[src/rtl/jtag_bs_pkg.sv]
package jtag_bs_pkg;

  typedef enum logic [3:0] {
    TAP_RESET  = 4'h0,
    RUN_IDLE   = 4'h1,
    SEL_DR     = 4'h2,
    CAP_DR     = 4'h3,
    SHF_DR     = 4'h4,
    EX1_DR     = 4'h5,
    PAU_DR     = 4'h6,
    EX2_DR     = 4'h7,
    UPD_DR     = 4'h8,
    SEL_IR     = 4'h9,
    CAP_IR     = 4'hA,
    SHF_IR     = 4'hB,
    EX1_IR     = 4'hC,
    PAU_IR     = 4'hD,
    EX2_IR     = 4'hE,
    UPD_IR     = 4'hF
  } tapState_e;

  // instruction codes
  localparam int CODE_EXTEST = 0;
  localparam int CODE_IDENT  = 1;
  localparam int CODE_SAMPLE = 2;

  // strobes from control to datapath
  typedef struct packed {
    logic inReset;
    logic capDr;
    logic shfDr;
    logic updDr;
    logic shfIr;
    logic selBound;
    logic selIdent;
    logic extest;
  } tapStrobe_t;

endpackage

[src/rtl/jtag_bs_ctrl.sv]
module jtag_bs_ctrl
  import jtag_bs_pkg::*;
#(
  parameter int IR_W = 4
) (
  input  logic            tck,
  input  logic            trstN,
  input  logic            tms,
  input  logic            tdi,
  output tapState_e       state,
  output logic [IR_W-1:0] irReg,
  output logic            irTdoBit,
  output tapStrobe_t      strobe
);

  localparam logic [IR_W-1:0] IR_CAPTURE = {{(IR_W-2){1'b0}}, 2'b01};
  localparam logic [IR_W-1:0] IR_AT_RESET = IR_W'(CODE_IDENT);

  tapState_e       nextState;
  logic [IR_W-1:0] irShift;

  // next state of the test-port machine
  always_comb begin
    nextState = state;
    unique case (state)
      TAP_RESET: nextState = tms ? TAP_RESET : RUN_IDLE;
      RUN_IDLE:  nextState = tms ? SEL_DR    : RUN_IDLE;
      SEL_DR:    nextState = tms ? SEL_IR    : CAP_DR;
      CAP_DR:    nextState = tms ? EX1_DR    : SHF_DR;
      SHF_DR:    nextState = tms ? EX1_DR    : SHF_DR;
      EX1_DR:    nextState = tms ? UPD_DR    : PAU_DR;
      PAU_DR:    nextState = tms ? EX2_DR    : PAU_DR;
      EX2_DR:    nextState = tms ? UPD_DR    : SHF_DR;
      UPD_DR:    nextState = tms ? SEL_DR    : RUN_IDLE;
      SEL_IR:    nextState = tms ? TAP_RESET : CAP_IR;
      CAP_IR:    nextState = tms ? EX1_IR    : SHF_IR;
      SHF_IR:    nextState = tms ? EX1_IR    : SHF_IR;
      EX1_IR:    nextState = tms ? UPD_IR    : PAU_IR;
      PAU_IR:    nextState = tms ? EX2_IR    : PAU_IR;
      EX2_IR:    nextState = tms ? UPD_IR    : SHF_IR;
      UPD_IR:    nextState = tms ? SEL_DR    : RUN_IDLE;
      default:   nextState = TAP_RESET;
    endcase
  end

  always_ff @(posedge tck or negedge trstN) begin
    if (!trstN) state <= TAP_RESET;
    else        state <= nextState;
  end

  // instruction shift stage, rising edge
  always_ff @(posedge tck or negedge trstN) begin
    if (!trstN) begin
      irShift <= '0;
    end else begin
      unique case (state)
        TAP_RESET: irShift <= '0;
        CAP_IR:    irShift <= IR_CAPTURE;
        SHF_IR:    irShift <= {tdi, irShift[IR_W-1:1]};
        default:   irShift <= irShift;
      endcase
    end
  end

  // active instruction, falling edge
  always_ff @(negedge tck or negedge trstN) begin
    if (!trstN)                  irReg <= IR_AT_RESET;
    else if (state == TAP_RESET) irReg <= IR_AT_RESET;
    else if (state == UPD_IR)    irReg <= irShift;
  end

  assign irTdoBit = irShift[0];

  always_comb begin
    strobe.inReset  = (state == TAP_RESET);
    strobe.capDr    = (state == CAP_DR);
    strobe.shfDr    = (state == SHF_DR);
    strobe.updDr    = (state == UPD_DR);
    strobe.shfIr    = (state == SHF_IR);
    strobe.extest   = (irReg == IR_W'(CODE_EXTEST));
    strobe.selBound = strobe.extest || (irReg == IR_W'(CODE_SAMPLE));
    strobe.selIdent = (irReg == IR_W'(CODE_IDENT));
  end

endmodule

[src/rtl/jtag_bs_data.sv]
module jtag_bs_data
  import jtag_bs_pkg::*;
#(
  parameter int          N_GPIO   = 4,
  parameter int          N_I2C    = 2,
  parameter logic [31:0] ID_VALUE = 32'h000018FF
) (
  input  logic                            tck,
  input  logic                            trstN,
  input  logic                            tdi,
  input  tapStrobe_t                      strobe,
  input  logic                            irTdoBit,
  output logic                            tdo,
  output logic [3*N_GPIO+3*N_I2C+1:0]     updVec,
  input  logic [N_GPIO-1:0]               gpioCoreOut,
  input  logic [N_GPIO-1:0]               gpioCoreOe,
  output logic [N_GPIO-1:0]               gpioCoreIn,
  input  logic [N_GPIO-1:0]               gpioPadIn,
  output logic [N_GPIO-1:0]               gpioPadOut,
  output logic [N_GPIO-1:0]               gpioPadOe,
  input  logic                            uartRxPad,
  output logic                            uartRxCore,
  input  logic                            uartTxCore,
  output logic                            uartTxPad,
  input  logic [N_I2C-1:0]                i2cCoreOut,
  input  logic [N_I2C-1:0]                i2cCoreOe,
  output logic [N_I2C-1:0]                i2cCoreIn,
  input  logic [N_I2C-1:0]                i2cPadIn,
  output logic [N_I2C-1:0]                i2cPadOut,
  output logic [N_I2C-1:0]                i2cPadOe
);

  localparam int CELLS    = 3*N_GPIO + 3*N_I2C + 2;
  localparam int RX_CELL  = 3*N_GPIO;
  localparam int TX_CELL  = RX_CELL + 1;
  localparam int I2C_BASE = RX_CELL + 2;
  localparam int ID_W     = 32;

  logic [CELLS-1:0] capVec;
  logic [CELLS-1:0] bsShift;
  logic [ID_W-1:0]  idShift;
  logic             bypassBit;
  logic             drTdoBit;

  // three cells per bidirectional general-purpose pin
  for (genvar g = 0; g < N_GPIO; g++) begin : g_gpio
    localparam int B = 3*g;
    assign capVec[B]   = gpioPadIn[g];
    assign capVec[B+1] = strobe.extest ? updVec[B+1] : gpioCoreOut[g];
    assign capVec[B+2] = strobe.extest ? updVec[B+2] : gpioCoreOe[g];
    assign gpioCoreIn[g] = strobe.extest ? updVec[B]   : gpioPadIn[g];
    assign gpioPadOut[g] = strobe.extest ? updVec[B+1] : gpioCoreOut[g];
    assign gpioPadOe[g]  = strobe.extest ? updVec[B+2] : gpioCoreOe[g];
  end

  // single input cell and single output cell for the serial port
  assign capVec[RX_CELL] = uartRxPad;
  assign capVec[TX_CELL] = strobe.extest ? updVec[TX_CELL] : uartTxCore;
  assign uartRxCore      = strobe.extest ? updVec[RX_CELL] : uartRxPad;
  assign uartTxPad       = strobe.extest ? updVec[TX_CELL] : uartTxCore;

  // three cells per open-drain bus pin
  for (genvar k = 0; k < N_I2C; k++) begin : g_i2c
    localparam int B = I2C_BASE + 3*k;
    assign capVec[B]   = i2cPadIn[k];
    assign capVec[B+1] = strobe.extest ? updVec[B+1] : i2cCoreOut[k];
    assign capVec[B+2] = strobe.extest ? updVec[B+2] : i2cCoreOe[k];
    assign i2cCoreIn[k] = strobe.extest ? updVec[B]   : i2cPadIn[k];
    assign i2cPadOut[k] = strobe.extest ? updVec[B+1] : i2cCoreOut[k];
    assign i2cPadOe[k]  = strobe.extest ? updVec[B+2] : i2cCoreOe[k];
  end

  // boundary shift stage
  always_ff @(posedge tck or negedge trstN) begin
    if (!trstN) begin
      bsShift <= '0;
    end else if (strobe.inReset) begin
      bsShift <= '0;
    end else if (strobe.selBound) begin
      if (strobe.capDr)      bsShift <= capVec;
      else if (strobe.shfDr) bsShift <= {tdi, bsShift[CELLS-1:1]};
    end
  end

  // update latches, falling edge only
  always_ff @(negedge tck or negedge trstN) begin
    if (!trstN)                                updVec <= '0;
    else if (strobe.inReset)                   updVec <= '0;
    else if (strobe.updDr && strobe.selBound)  updVec <= bsShift;
  end

  // identification register
  always_ff @(posedge tck or negedge trstN) begin
    if (!trstN) begin
      idShift <= '0;
    end else if (strobe.selIdent) begin
      if (strobe.capDr)      idShift <= ID_VALUE;
      else if (strobe.shfDr) idShift <= {tdi, idShift[ID_W-1:1]};
    end
  end

  // bypass bit
  always_ff @(posedge tck or negedge trstN) begin
    if (!trstN) begin
      bypassBit <= 1'b0;
    end else if (!strobe.selBound && !strobe.selIdent) begin
      if (strobe.capDr)      bypassBit <= 1'b0;
      else if (strobe.shfDr) bypassBit <= tdi;
    end
  end

  always_comb begin
    if (strobe.selBound)      drTdoBit = bsShift[0];
    else if (strobe.selIdent) drTdoBit = idShift[0];
    else                      drTdoBit = bypassBit;
  end

  // serial output, falling edge
  always_ff @(negedge tck or negedge trstN) begin
    if (!trstN)            tdo <= 1'b0;
    else if (strobe.shfIr) tdo <= irTdoBit;
    else if (strobe.shfDr) tdo <= drTdoBit;
    else                   tdo <= 1'b0;
  end

endmodule

[src/rtl/jtag_bs_top.sv]
module jtag_bs_top
  import jtag_bs_pkg::*;
#(
  parameter int          N_GPIO   = 4,
  parameter int          IR_W     = 4,
  parameter logic [31:0] ID_VALUE = 32'h000018FF
) (
  input  logic              tck,
  input  logic              trstN,
  input  logic              tms,
  input  logic              tdi,
  output logic              tdo,
  input  logic [N_GPIO-1:0] gpioCoreOut,
  input  logic [N_GPIO-1:0] gpioCoreOe,
  output logic [N_GPIO-1:0] gpioCoreIn,
  input  logic [N_GPIO-1:0] gpioPadIn,
  output logic [N_GPIO-1:0] gpioPadOut,
  output logic [N_GPIO-1:0] gpioPadOe,
  input  logic              uartRxPad,
  output logic              uartRxCore,
  input  logic              uartTxCore,
  output logic              uartTxPad,
  input  logic [1:0]        i2cCoreOut,
  input  logic [1:0]        i2cCoreOe,
  output logic [1:0]        i2cCoreIn,
  input  logic [1:0]        i2cPadIn,
  output logic [1:0]        i2cPadOut,
  output logic [1:0]        i2cPadOe
);

  localparam int N_I2C = 2;
  localparam int CELLS = 3*N_GPIO + 3*N_I2C + 2;

  tapState_e        tapState;
  logic [IR_W-1:0]  irReg;
  logic             irTdoBit;
  tapStrobe_t       strobe;
  logic [CELLS-1:0] updVec;

  jtag_bs_ctrl #(.IR_W(IR_W)) uCtrl (
    .tck      (tck),
    .trstN    (trstN),
    .tms      (tms),
    .tdi      (tdi),
    .state    (tapState),
    .irReg    (irReg),
    .irTdoBit (irTdoBit),
    .strobe   (strobe)
  );

  jtag_bs_data #(.N_GPIO(N_GPIO), .N_I2C(N_I2C), .ID_VALUE(ID_VALUE)) uData (
    .tck         (tck),
    .trstN       (trstN),
    .tdi         (tdi),
    .strobe      (strobe),
    .irTdoBit    (irTdoBit),
    .tdo         (tdo),
    .updVec      (updVec),
    .gpioCoreOut (gpioCoreOut),
    .gpioCoreOe  (gpioCoreOe),
    .gpioCoreIn  (gpioCoreIn),
    .gpioPadIn   (gpioPadIn),
    .gpioPadOut  (gpioPadOut),
    .gpioPadOe   (gpioPadOe),
    .uartRxPad   (uartRxPad),
    .uartRxCore  (uartRxCore),
    .uartTxCore  (uartTxCore),
    .uartTxPad   (uartTxPad),
    .i2cCoreOut  (i2cCoreOut),
    .i2cCoreOe   (i2cCoreOe),
    .i2cCoreIn   (i2cCoreIn),
    .i2cPadIn    (i2cPadIn),
    .i2cPadOut   (i2cPadOut),
    .i2cPadOe    (i2cPadOe)
  );

endmodule

[config.mk]
export PLATFORM = sky130hd
export DESIGN_NAME = jtag_bs_top
export DESIGN_NICKNAME = d
export VERILOG_FILES = /design/src/rtl/jtag_bs_pkg.sv /design/src/rtl/jtag_bs_ctrl.sv /design/src/rtl/jtag_bs_data.sv /design/src/rtl/jtag_bs_top.sv
export SDC_FILE = /design/constraint.sdc
export NUM_CORES = 1
export LEC_CHECK = 0
export ABC_AREA = 1
export BUFFER_PORTS_ARGS = -buffer_cell sky130_fd_sc_hd__buf_2
export CORE_MARGIN = 5
export CORE_UTILIZATION = 61
export DETAILED_ROUTE_END_ITERATION = 8
export PLACE_DENSITY = 0.83
export RECOVER_POWER = 25
export SLEW_MARGIN = 20
export SYNTH_ARGS = -nofsm -noshare
export SYNTH_HDL_FRONTEND = slang
export SYNTH_SLANG_ARGS = --single-unit
[constraint.sdc]
create_clock -name tck -period 4.1 [get_ports tck]
set_input_delay 0.41 -clock tck [delete_from_list [all_inputs] [get_ports tck]]
set_output_delay 0.41 -clock tck [all_outputs]
set_load 0.05 [all_outputs]
== Word-level counts from Yosys, hierarchy flattened ==
Cells that the tools add are included.

* Output and inout port bits: 21
* Bits in read-only memories: 0
* Bits in writable memories: 0
* Bits of input ports: 24
* Memories kept: 0
* Logic and storage cells: 94
* Latch bits: 0
* Register bits: 86

* Order comparisons: 0
* Reduce and logical (&&, ||, !) cells: 19
* Bitwise gates (word level): 0
* Add/subtract/negate cells: 0
* Multipliers: 0
* Mux-type cells: 50
* Shift-type cells: 0
* Divide/modulo/power cells: 0
* Eq/ne operators: 17

{| class="wikitable"
|+ Operator list
! cell !! count
|-
| $mux W20 || 6
|-
| $mux W32 || 2
|-
| $pmux W4 S12 || 1
|-
| $eq A4 B4 Y1 const B || 8
|-
| $mux W1 || 29
|-
| $mux W4 || 6
|-
| $eq A4 B3 Y1 const B || 4
|-
| $eq A4 B2 Y1 const B || 3
|-
| $pmux W4 S3 || 1
|-
| $eq A4 B1 Y1 const B || 2
|-
| $logic_not A4 Y1 || 2
|-
| $reduce_bool A2 Y1 || 4
|-
| $mux W2 || 3
|-
| $mux W3 || 2
|-
| $reduce_and A2 Y1 || 3
|-
| $reduce_bool A3 Y1 || 2
|-
| $reduce_or A2 Y1 || 2
|-
| $reduce_or A3 Y1 || 1
|-
| $logic_and A1 B1 Y1 || 2
|-
| $logic_not A1 Y1 || 2
|-
| $logic_or A1 B1 Y1 || 1
|}

== Longest topological paths before layout ==
* Depth in word-level cells: 5
* Gate-level depth with buffers: 9

== Cells and area by module ==
Synthesis repeated with hierarchy kept, for this count alone.

* Cell total of the unflattened synthesis: 527
* Area total of the unflattened synthesis: 4,057.6 µm²

{| class="wikitable"
|+ By module, submodules not included
! module !! cells each !! instances !! area each (µm²)
|-
| jtag_bs_data || 426 || 1 || 3,363.2
|-
| jtag_bs_ctrl || 101 || 1 || 694.4
|}

==> metrics.csv <==
stage,metric,value,unit
placement,Final HPWL DP,6540,um
floorplan,DIE AREA,8990,um^2
clocking,Clock Root Buffer,clkbuf_8,
worst_setup_path,Worst Path Arrival,3.67,ns
clocking,clock slew seen by the registers of the worst setup and hold paths,0.09,ns
clocking,clock latency on the worst-skew pair,0.38,ns
yosys,synth warn,0,
placement,placed cell count,673,
route,met3 WL,853,um
route,Top Metal Used,met4,
power,power after layout,3.32,mW
power,VDD IR max,0.280,mV
yosys,Yosys top cell by area,dfrtp_1,
global_routing,aggregate global routing overflow,0,
sta,RSZ-0062 raised after global routing,yes,
placement,Placed Instance Area,4640,um^2
worst_setup_path,r2r endpoint,uData.bsShift[9],
clocking,cts hold-fix bufs,0,
route,met2 wire len,5230,um
layout,Final #Nets,615,
sta,Slew HR,34.6,%
layout,final design utilization,72.6,%
yosys,simple-gate share of the synthesized area,33.1,%
floorplan,site row count,31,
route,Final ANT Viol Nets,0,
power,PD cells,641,nW/um^2
layout,Syn-to-layout area delta,18.0,%
global_routing,largest net degree at the start of global routing,55,
job,max-cap viol count,0,
worst_setup_path,Worst setup startpoint,uCtrl.irReg[0],
global_routing,vias in the first global route,3600,
route,vias,3982,
worst_setup_path,CP dominant cell by count,nand2_4,
placement,RePlAce Congestion,0.904,
worst_setup_path,Worst Setup Start Kind,flop,
sta,Final Hold Vio Count,0,
run_status,status,"finished, final reports clean",
yosys,post-synthesis mux area share,0,%
yosys,Seq cells post-synth,86,
route,Post-Route M1 WL,4460,um
yosys,synth top area cells,"dfrtp_1 (35%), nand2_1 (16%), dfrtn_1 (14%)",
worst_setup_path,Crit path largest cell delay,0.54,ns
floorplan,I/O pin cnt,45,
layout,layout cells sized above 1,26.2,%
worst_setup_path,r2r setup slk,0.25,ns
route,final wirelength,10800,um
route,Initial DRC Count,442,
sta,Slew Limit Fails,0,
layout,cell area after layout,5180,um^2
global_routing,initial antenna violation count,0,
route,# DRC,0,
sta,Setup-failing EPs final,0,
layout,Layout Cells excl Fill,695,
yosys,post-synth top area share,34.8,%
route,First-pass DRT Iterations,5,
global_routing,first-pass GRT wire length,17000,um
yosys,xor/xnor share of the synthesized area,0,%
placement,Buffers on Ports,44,
clocking,CTS tree,done,
worst_setup_path,worst setup path endpoint,i2cPadOe[1],
worst_hold_path,worst min path class,input port to async pin,
floorplan,Die Ht,94.8,um
route,DR WL/cell,15.6,um
yosys,syn_area_per_cell,8.04,um^2
sta,WHS,0.0743,ns
worst_setup_path,slowest library cell on the worst path,dfstp_2,
worst_setup_path,crit path max fanout,7,
route,drt via density,5.73,
clocking,CTS Sinks,86,
sta,Worst Skew,0.0517,ns
clocking,H-tree Lvls,3,
yosys,Compound-Gate Fraction of Synth Area,10.9,%
floorplan,Core Area,7140,um^2
clocking,CTS Buf Count,9,
yosys,register area share after synthesis,49.0,%
layout,ANT cells,0,
worst_setup_path,crit-path cells,"nor2_4, nand2_4, buf_12, nand2_4, and2_4, buf_8",
sta,Worst-Margin Slew,0.978,ns
yosys,Synth Area in Adders,0,%
yosys,Mapped Nets,570,
worst_setup_path,FF-to-FF path depth,8,
yosys,Unique masters post-synth,26,
worst_setup_path,Critical Path RT,3.69,ns
worst_setup_path,worst setup path class,flop to output port,
layout,number of fill cells,543,
clocking,CTS Buffer Depth,2,
worst_setup_path,reg2reg start,uCtrl.irReg[3],
yosys,largest family of logic cells by synthesized area,simple AND/OR/NAND/NOR gates,
floorplan,Die W,94.8,um
worst_setup_path,Setup crit end kind,output port,
floorplan,initial core utilization,61.5,%
yosys,Mapped Cells,546,
yosys,post-synthesis cell area,4390,um^2
global_routing,Tot GR Track Use,24.2,%
power,Leakage,2.57,nW
-- how the worst min path moves through the flow --
| stage | slack [ns] | startpoint | to | cells past startpoint |
|---|---|---|---|---|
| after global placement | 0.45 | uData.updVec[8] | uData.updVec[8] | 2 |
| after global routing | 0.14 | trstN | uData.idShift[29] | 1 |
| after detailed placement | 0.45 | uData.updVec[15] | uData.updVec[15] | 2 |
| after floorplan | 0.11 | trstN | uCtrl.irShift[0] | 0 |
| final | 0.07 | trstN | uCtrl.state[2] | 1 |
| after CTS | 0.11 | trstN | uCtrl.state[1] | 1 |
-- sequential cells by signal, indices dropped and copies added, names as in the netlist --
signal and flops:
uCtrl.irShift 4, uData.bsShift 20, uData.tdo 1, uData.idShift 32
uCtrl.state 4, uData.bypassBit 1, uData.updVec 20, uCtrl.irReg 4
-- through the flow --
step | setup slack, ns | setup TNS (ns)
final | 0.0151 | 0
after global routing | -0.0395 | -0.315
after CTS | 0.00381 | 0
after detailed placement | 0.241 | 0
after global placement | 0.292 | 0
after floorplan | -0.373 | -2.61
-- layout by cell type, fill, tap and decap left out, types with 4 or more instances in the layout --
master,netlist,layout
nand2_4,5,7
buf_2,11,23
inv_1,25,25
o22ai_1,4,4
buf_4,4,10
dfrtp_1,61,61
o21ai_0,30,23
clkbuf_1,4,4
nand2_1,186,165
nand3_1,88,88
nor2_4,4,5
clkbuf_8,0,10
dfrtn_1,24,24
nand2_2,3,22
buf_6,8,17
nor2_1,41,41
o21ai_2,32,39
-- worst max-delay path, delay by kind of cell (launching register included) --
kind	cells	cell delay [ns]
flops	1	0.54
buf+inv	2	0.30
simple gates	4	0.41
-- cell type report --
class | instances | area, um^2 | area share (%)
sequential | 86 | 2150 | 41.6
multi-input combinational | 403 | 2030 | 39.2
tap | 99 | 124 | 2.39
inverter | 29 | 111 | 2.15
timing repair buffer | 61 | 558 | 10.8
clock buffer | 11 | 141 | 2.73
clock inverter | 6 | 62.6 | 1.21
-- timing repair --
item                       in CTS  in global routing
setup endpoints to repair      20                 19
pin swaps                       2                  4
gates resized for setup        24                 68
gates cloned                    2                  1
setup buffers                   3                  1
-- cells in the mapped netlist --
cell,n
nand2_1,186
nand3_1,88
dfrtp_1,61
nor2_1,41
o21ai_2,32
o21ai_0,30
inv_1,25
dfrtn_1,24
buf_2,11
buf_6,8
nand2_4,5
buf_4,4
clkbuf_1,4
nor2_4,4
o22ai_1,4
inv_2,3
nand2_2,3
nor2_2,3
a21oi_1,2
clkinv_2,2
and2_1,1
dfstp_2,1
nand4_1,1
nor3_2,1
o21ai_1,1
o21bai_1,1
-- routing by layer --
metal / global-route usage [%] / vias to the layer above
met3: 5.90 / 34
li1: - / 1861
met5: 0 / -
met2: 37.9 / 196
met1: 32.6 / 1891
met4: 9.38 / 0
-- where the power goes --
group	internal (mW)	switching [mW]	leakage, nW
Sequential	1.03	0.133	1.18
Combinational	0.514	1.04	1.30
Clock	0.299	0.312	0.0970
-- logic make-up after synthesis --
kind of cell           Yosys count
AOI/OAI and AO/OA               70
buffers and inverters           57
and+or+nand+nor                333
DFF                             86
(Power assumes the default switching activity.)
